===== src/rtl/tbljmp_unit.sv =====
module tbljmp_unit #(
  parameter int XLEN = 32
) (
  input  logic            clk,
  input  logic            rst_n,
  input  logic            issue_valid,
  input  logic [15:0]     issue_instr,
  input  logic [XLEN-1:0] issue_pc,
  input  logic [XLEN-7:0] tbl_base,
  input  logic [5:0]      tbl_mode,
  input  logic            deny,
  input  logic            deny_virt,
  output logic            busy,
  output logic            mem_req_valid,
  output logic [XLEN-1:0] mem_req_addr,
  input  logic            mem_req_ready,
  input  logic            mem_rsp_valid,
  input  logic [XLEN-1:0] mem_rsp_data,
  input  logic            mem_rsp_fault,
  output logic            redirect_valid,
  output logic [XLEN-1:0] redirect_pc,
  output logic            link_we,
  output logic [XLEN-1:0] link_data,
  output logic            trap_valid,
  output logic [4:0]      trap_cause,
  output logic [XLEN-1:0] trap_epc,
  output logic [XLEN-1:0] trap_tval
);
  localparam int SH = (XLEN == 64) ? 3 : 2;
  localparam logic [4:0] C_FETCH = 5'd1, C_ILL = 5'd2, C_VIRT = 5'd22;

  typedef enum logic [1:0] {S_IDLE, S_REQ, S_WAIT, S_RESP} st_t;
  st_t st;

  logic [XLEN-1:0] q_pc, q_addr, q_res;
  logic            q_link, q_trap;
  logic [4:0]      q_cause;

  wire            in_family = issue_instr[15:10] == 6'b101000 && issue_instr[1:0] == 2'b10;
  wire [7:0]      idx       = issue_instr[9:2];
  wire            is_link   = |issue_instr[9:7];
  wire [XLEN-1:0] ent_addr  = {tbl_base, 6'b0} + ({{(XLEN-8){1'b0}}, idx} << SH);
  wire            start     = st == S_IDLE && issue_valid && in_family;

  always_ff @(posedge clk or negedge rst_n) begin
    if (!rst_n) begin
      st      <= S_IDLE;
      q_pc    <= '0;
      q_addr  <= '0;
      q_res   <= '0;
      q_link  <= 1'b0;
      q_trap  <= 1'b0;
      q_cause <= '0;
    end else begin
      case (st)
        S_IDLE: if (start) begin
          q_pc   <= issue_pc;
          q_addr <= ent_addr;
          q_link <= is_link;
          if (deny || tbl_mode != 6'd0) begin
            q_trap  <= 1'b1;
            q_cause <= (deny && deny_virt) ? C_VIRT : C_ILL;
            q_res   <= {{(XLEN-16){1'b0}}, issue_instr};
            st      <= S_RESP;
          end else begin
            q_trap <= 1'b0;
            st     <= S_REQ;
          end
        end
        S_REQ: if (mem_req_ready) st <= S_WAIT;
        S_WAIT: if (mem_rsp_valid) begin
          q_trap  <= mem_rsp_fault;
          q_cause <= C_FETCH;
          q_res   <= mem_rsp_fault ? q_addr : {mem_rsp_data[XLEN-1:1], 1'b0};
          st      <= S_RESP;
        end
        default: st <= S_IDLE;
      endcase
    end
  end

  assign busy           = st != S_IDLE;
  assign mem_req_valid  = st == S_REQ;
  assign mem_req_addr   = q_addr;
  assign redirect_valid = st == S_RESP && !q_trap;
  assign trap_valid     = st == S_RESP && q_trap;
  assign redirect_pc    = q_res;
  assign trap_tval      = q_res;
  assign trap_cause     = q_cause;
  assign trap_epc       = q_pc;
  assign link_we        = redirect_valid && q_link;
  assign link_data      = q_pc + 2;

  // request held until accepted
  a_r7_req_hold: assert property (@(posedge clk) disable iff (!rst_n)
    mem_req_valid && !mem_req_ready |=> mem_req_valid && $stable(mem_req_addr));
  // entry address aligned to the entry size
  a_r4_addr_align: assert property (@(posedge clk) disable iff (!rst_n)
    mem_req_valid |-> mem_req_addr[SH-1:0] == '0);
  // target has bit 0 clear
  a_r6_even_target: assert property (@(posedge clk) disable iff (!rst_n)
    redirect_valid |-> !redirect_pc[0]);
  // no link write alongside a trap
  a_r8_no_link_on_trap: assert property (@(posedge clk) disable iff (!rst_n)
    trap_valid |-> !link_we && !redirect_valid);
  // captured PC frozen while busy
  a_r9_busy_hold: assert property (@(posedge clk) disable iff (!rst_n)
    busy |=> $stable(trap_epc));
endmodule


===== config.mk =====
export PLATFORM = sky130hd
export DESIGN_NAME = tbljmp_unit
export DESIGN_NICKNAME = d
export VERILOG_FILES = /design/src/rtl/tbljmp_unit.sv
export SDC_FILE = /design/constraint.sdc
export NUM_CORES = 1
export LEC_CHECK = 0
export ABC_AREA = 0
export BUFFER_PORTS_ARGS = -buffer_cell sky130_fd_sc_hd__buf_4
export CORE_MARGIN = 3
export CORE_UTILIZATION = 47
export DETAILED_ROUTE_END_ITERATION = 12
export PLACE_DENSITY_LB_ADDON = 0.25
export SLEW_MARGIN = 20
export SYNTH_ARGS = -nofsm -noshare
export SYNTH_HDL_FRONTEND = slang
export SYNTH_SLANG_ARGS = --single-unit

===== constraint.sdc =====
create_clock -name clk -period 2.1 [get_ports clk]
set_clock_uncertainty 0.05 [all_clocks]
set_input_delay 0.42 -clock clk [delete_from_list [all_inputs] [get_ports clk]]
set_output_delay 0.42 -clock clk [all_outputs]
set_load 0.03 [all_outputs]

# [Word-level counts from Yosys, hierarchy flattened]
# Cells that the tools add are included.
[word_totals] inputBits=120 out_inout_bits=170 word_cells=55 regBits=105
[classes] n_reduce_logical=18 addsub=2 n_mux=19 n_eq_ne=9
[ops] op="$mux 32" n=4
[ops] op="$pmux 32 s2" n=1
[ops] op="$add 32x10->32" n=1
[ops] op="$add 32x2->32 const B" n=1
[ops] op="$mux 5" n=4
[ops] op="$pmux 5 s2" n=1
[ops] op="$mux 2" n=4
[ops] op="$logic_and 1x1->1" n=7
[ops] op="$eq 2x2->1 const B" n=3
[ops] op="$eq 6x6->1 const B" n=1
[ops] op="$pmux 2 s3" n=1
[ops] op="$reduce_and 3->1" n=2
[ops] op="$reduce_bool 6->1" n=1
[ops] op="$ne 2x1->1 const B" n=2
[ops] op="$ne 2x2->1 const B" n=2
[ops] op="$reduce_and 4->1" n=1
[ops] op="$reduce_bool 2->1" n=2
[ops] op="$mux 1" n=3
[ops] op="$reduce_or 3->1" n=1
[ops] op="$eq 2x1->1 const B" n=1
[ops] op="$logic_not 2->1" n=1
[ops] op="$pmux 1 s2" n=1
[ops] op="$reduce_and 2->1" n=1
[ops] op="$logic_not 1->1" n=1
[ops] op="$logic_or 1x1->1" n=1

# [Logic depth before layout (Yosys ltp)]
[depth] depth_word=5 depth_mapped=10 ltp_nobuf=8

# [Worst setup path before layout]
# OpenSTA, ideal clock, no wires.
[synth_path] path_kind="register -> output" startpoint="register q_pc[1], in the netlist trap_epc[1]" endpoint="output link_data[25]" required_time_ns=1.630 n_path_buf=0 path_slack_ns=-0.517 arrival_time_ns=2.147 path_stages_with_launch=6 path_cell_list="dfrtp_1 ha_1 nand3_4 nor4_4 nand3_1 xnor2_1"
[synth_via] elab_chain_len=1
[synth_rtl] item="from (decl)" line_no="35" source="logic [XLEN-1:0] q_pc, q_addr, q_res;"
[synth_rtl] item="from (signal assigned)" line_no="57" source="q_pc <= issue_pc;"
[synth_rtl] item="$add 32x2->32" line_no="92" source="assign link_data = q_pc + 2;"
[synth_rtl] item="to (decl)" line_no="23" source="output logic [XLEN-1:0] link_data,"
# Every way passes these cells.

# [Worst setup path after layout]
[layout_path] startpoint="register q_pc[13], in the netlist trap_epc[13]" endpoint="output link_data[22]"
# Same word-level chain as after synthesis.

==> flow_summary.rst <==
.. list-table::
   :header-rows: 1

   * - Metric
     - Value
   * - Die Height
     - 118 um
   * - Routed length on met3
     - 1180 um
   * - Maxcap violations
     - 0
   * - Row cnt
     - 40
   * - Final cycle utilization of the critical path
     - 117%
   * - Ys flop type
     - dfrtp_1
   * - Clock Pin Slew Worst Setup and Hold Paths
     - 70 ps
   * - Sort of element at the end of the critical path
     - output port
   * - Slew margin rel.
     - 63.9%
   * - Mapped Area
     - 5870 um2
   * - Type of the tightest min-delay check
     - input pin to async pin
   * - Smallest hold slack
     - -10.3 ps
   * - Capturing instance or port of the critical path
     - link_data[22]
   * - Flops & latches, synth
     - 101
   * - R2r worst-path depth
     - 7
   * - Via density per instance
     - 5.17
   * - Count of filler cells inserted in the layout
     - 796
   * - Worst Path Arrival
     - 1990 ps
   * - Area of the die
     - 13,900 um2
   * - Leading cell type in the layout, fill and taps excluded
     - buf_4
   * - Library cells used by synthesis
     - 43
   * - Detail Route met2 WL
     - 9880 um
   * - Combined area of the multi-input logic cells
     - 3350 um2
   * - Initial Util
     - 48.5%
   * - Power density normalized to cell area
     - 974 nW/um2
   * - Final setup margin
     - -362 ps
   * - Data required time of the worst path
     - 1630 ps
   * - Final hold viol count
     - 5
   * - Number of DRC violations after detailed-routing iteration 0
     - 306
   * - Horizontal die dimension
     - 118 um
   * - Highest net fanout along the worst path
     - 3
   * - Count of hold buffers inserted by post-cts repair
     - 0
   * - Reg-to-reg slack, setup
     - 120 ps
   * - Wire length the detailed router placed on met1
     - 7470 um
   * - Topmost layer with routed signal wires
     - met4
   * - H-tree Lvls
     - 3
   * - Number of clock buffers inserted by TritonCTS
     - 9
   * - Global-route usage over all layers
     - 26.2%
   * - Clock sinks
     - 101
   * - Detailed-route DRC error count
     - 0
   * - Area added between synthesis and finish
     - 59.0%
   * - Most frequent cells in the layout
     - buf_4, nand2_1, dfrtp_1
   * - Clock insertion delay at the later pin of the skew report
     - 340 ps
   * - Fin util
     - 77.1%
   * - Failing checks
     - hold timing, setup timing
   * - Final design area excluding fillers
     - 9340 um2
   * - Clock tree from TritonCTS
     - done
   * - Register area share after synthesis
     - 43.0%
   * - Aggregate routed wire length
     - 18,900 um
   * - Count of input and output buffers
     - 285
   * - Gate count after technology mapping
     - 600
   * - Slew @ Worst Pin
     - 542 ps
   * - Antenna cell count
     - 0
   * - First-pass GRT wire length
     - 29,400 um
   * - Number of warnings issued by yosys
     - 0
   * - Global-route congestion overflow total
     - 0
   * - Max IR drop VDD
     - 640 uV
   * - Endpoint of the worst-slack reg-to-reg timing path
     - trap_cause[0]
   * - Startpoint kind of the worst setup timing path
     - register
   * - Launch point of the worst path
     - trap_epc[13]
   * - Final Net Count
     - 1,028
   * - Vias in the first global route
     - 5,526
   * - Register area
     - 2550 um2
   * - Maximum count of clock buffers along a single path
     - 2
   * - Detail-routed net length per standard cell
     - 17.7 um
   * - Cell area reported after detailed placement
     - 8590 um2
   * - Final sum of negative setup slack
     - -5780 ps
   * - Number of antenna violations at the first check in global routing
     - 0
   * - Number of flops mapped to enable cells by yosys
     - 0
   * - Placer's final routability congestion estimate
     - 0.934
   * - Max Fclk
     - 406 MHz
   * - Fraction of final layout cells with drive strength greater than 1
     - 56.0%
   * - Mean instance size in the synthesized netlist
     - 9.79 um2
   * - Half-perimeter wire length after detailed placement
     - 14,000 um
   * - Worst Path Class, Setup
     - register to output port
   * - Final Setup Violations
     - 24
   * - Root cell of the clock tree
     - clkbuf_16
   * - Result of the run
     - finished with violations
   * - Slew Limit Fails
     - 0
   * - Leakage dissipation
     - 4.85 nW
   * - Number of top-level pins
     - 290
   * - Worst reg2reg path startpoint
     - st[0]
   * - Final critical path time including I/O delays and setup
     - 2460 ps
   * - Via count
     - 5,542
   * - DR pass1 iterations
     - 4
   * - Unrepaired setup endpoints after global routing
     - true
   * - Share of flip-flops with an asynchronous set or reset
     - 100%
   * - Core Area
     - 12,100 um2
   * - Number of nets still failing antenna checks after routing
     - 0
   * - Pin count of the biggest net entering global routing
     - 50
-- logic make-up (layout without fill, tap and decap cells) --
| family | Yosys count | in the layout | share of synthesized area, % |
|---|---|---|---|
| simple gates | 190 | 190 | 16.6 |
| flops | 101 | 101 | 43.0 |
| compound gates | 93 | 93 | 8.22 |
| buf+inv | 82 | 383 | 8.78 |
| mux | 71 | 71 | 13.3 |
| xor+xnor | 52 | 52 | 7.75 |
| fa+ha+maj | 10 | 10 | 2.26 |
| other cells | 1 | 3 | 0.0638 |
-- registers in the layout (all words and copies together) (netlist names) --
name and count:
q_link 1, st 2, trap_cause 3, trap_epc 32, redirect_pc 32, mem_req_addr 30, q_trap 1
-- worst min-delay path by stage --
stage               startpoint               end  slack, ps
finish                   rst_n      trap_epc[24]        -10
global route             rst_n      trap_epc[24]         20
CTS                      rst_n      trap_epc[29]         10
detailed placement       rst_n      trap_epc[29]        380
global placement         rst_n      trap_epc[24]        370
floorplan                rst_n  mem_req_addr[10]         70
-- critical path, cell delays in order (launching register included) --
cell,delay [ps]
dfrtp_2,350
and4_4,250
nand3_4,110
buf_6,150
nor3_4,250
nand3_2,180
xnor2_4,210
buf_6,160
-- metrics by stage --
step           power (mW)  hold WS (ps)  cells  setup WS (ps)
3_5_place_dp         7.31           377   1046           -289
3_3_place_gp         7.18           370   1046           -219
5_1_grt              9.58          17.7   1071           -439
4_1_cts              9.13          11.4   1064           -342
6_report             9.10         -10.3   1071           -362
2_1_floorplan        5.82          74.4    602           -223
-- cell type report --
| class | count | area share, % |
|---|---|---|
| clock buffers | 12 | 2.64 |
| clock inverters | 4 | 0.777 |
| inverters | 14 | 0.563 |
| multi-input cells | 419 | 35.9 |
| flip-flops and latches | 101 | 27.3 |
| well taps | 168 | 2.25 |
| repair buffers | 353 | 30.6 |
-- cells in the mapped netlist (all sizes together), types with 4 or more instances --
library cell,n,area (um2)
clkbuf,14,53.8
dfrtp,101,2530
and2,5,31.3
and4,4,35.0
o21ai,77,385
inv,14,52.6
and3,9,56.3
nor2,8,30.0
nand3,27,160
mux2,55,619
ha,9,113
a21oi,8,40.0
xor2,24,210
mux2i,16,160
buf,54,409
xnor2,28,245
nor3,6,46.3
nand2,108,413
nand4,12,90.1
-- repair_timing --
action                                  in CTS  in global routing
endpoints found under the setup margin      25                 50
pin swaps                                   25                  8
gates cloned                                 0                  0
setup buffers                                2                 10
resized for setup                           63                 20
endpoints found under the hold margin        0                  0
-- where the power goes --
part,total (mW),switching (mW),leakage [nW],internal (mW)
clock,1.79,0.713,0.153,1.08
sequential,2.73,0.377,1.34,2.35
combinational,4.58,2.88,3.36,1.70
total,9.10,3.96,4.85,5.13
-- per-layer routing --
| metal | up-vias | GRT usage (%) |
|---|---|---|
| met1 | 2698 | 31.7 |
| met4 | 0 | 9.01 |
| met5 | - | 0 |
| met3 | 29 | 5.62 |
| li1 | 2611 | - |
| met2 | 204 | 46.3 |
Note: power is estimated with default switching activity, not from simulation.
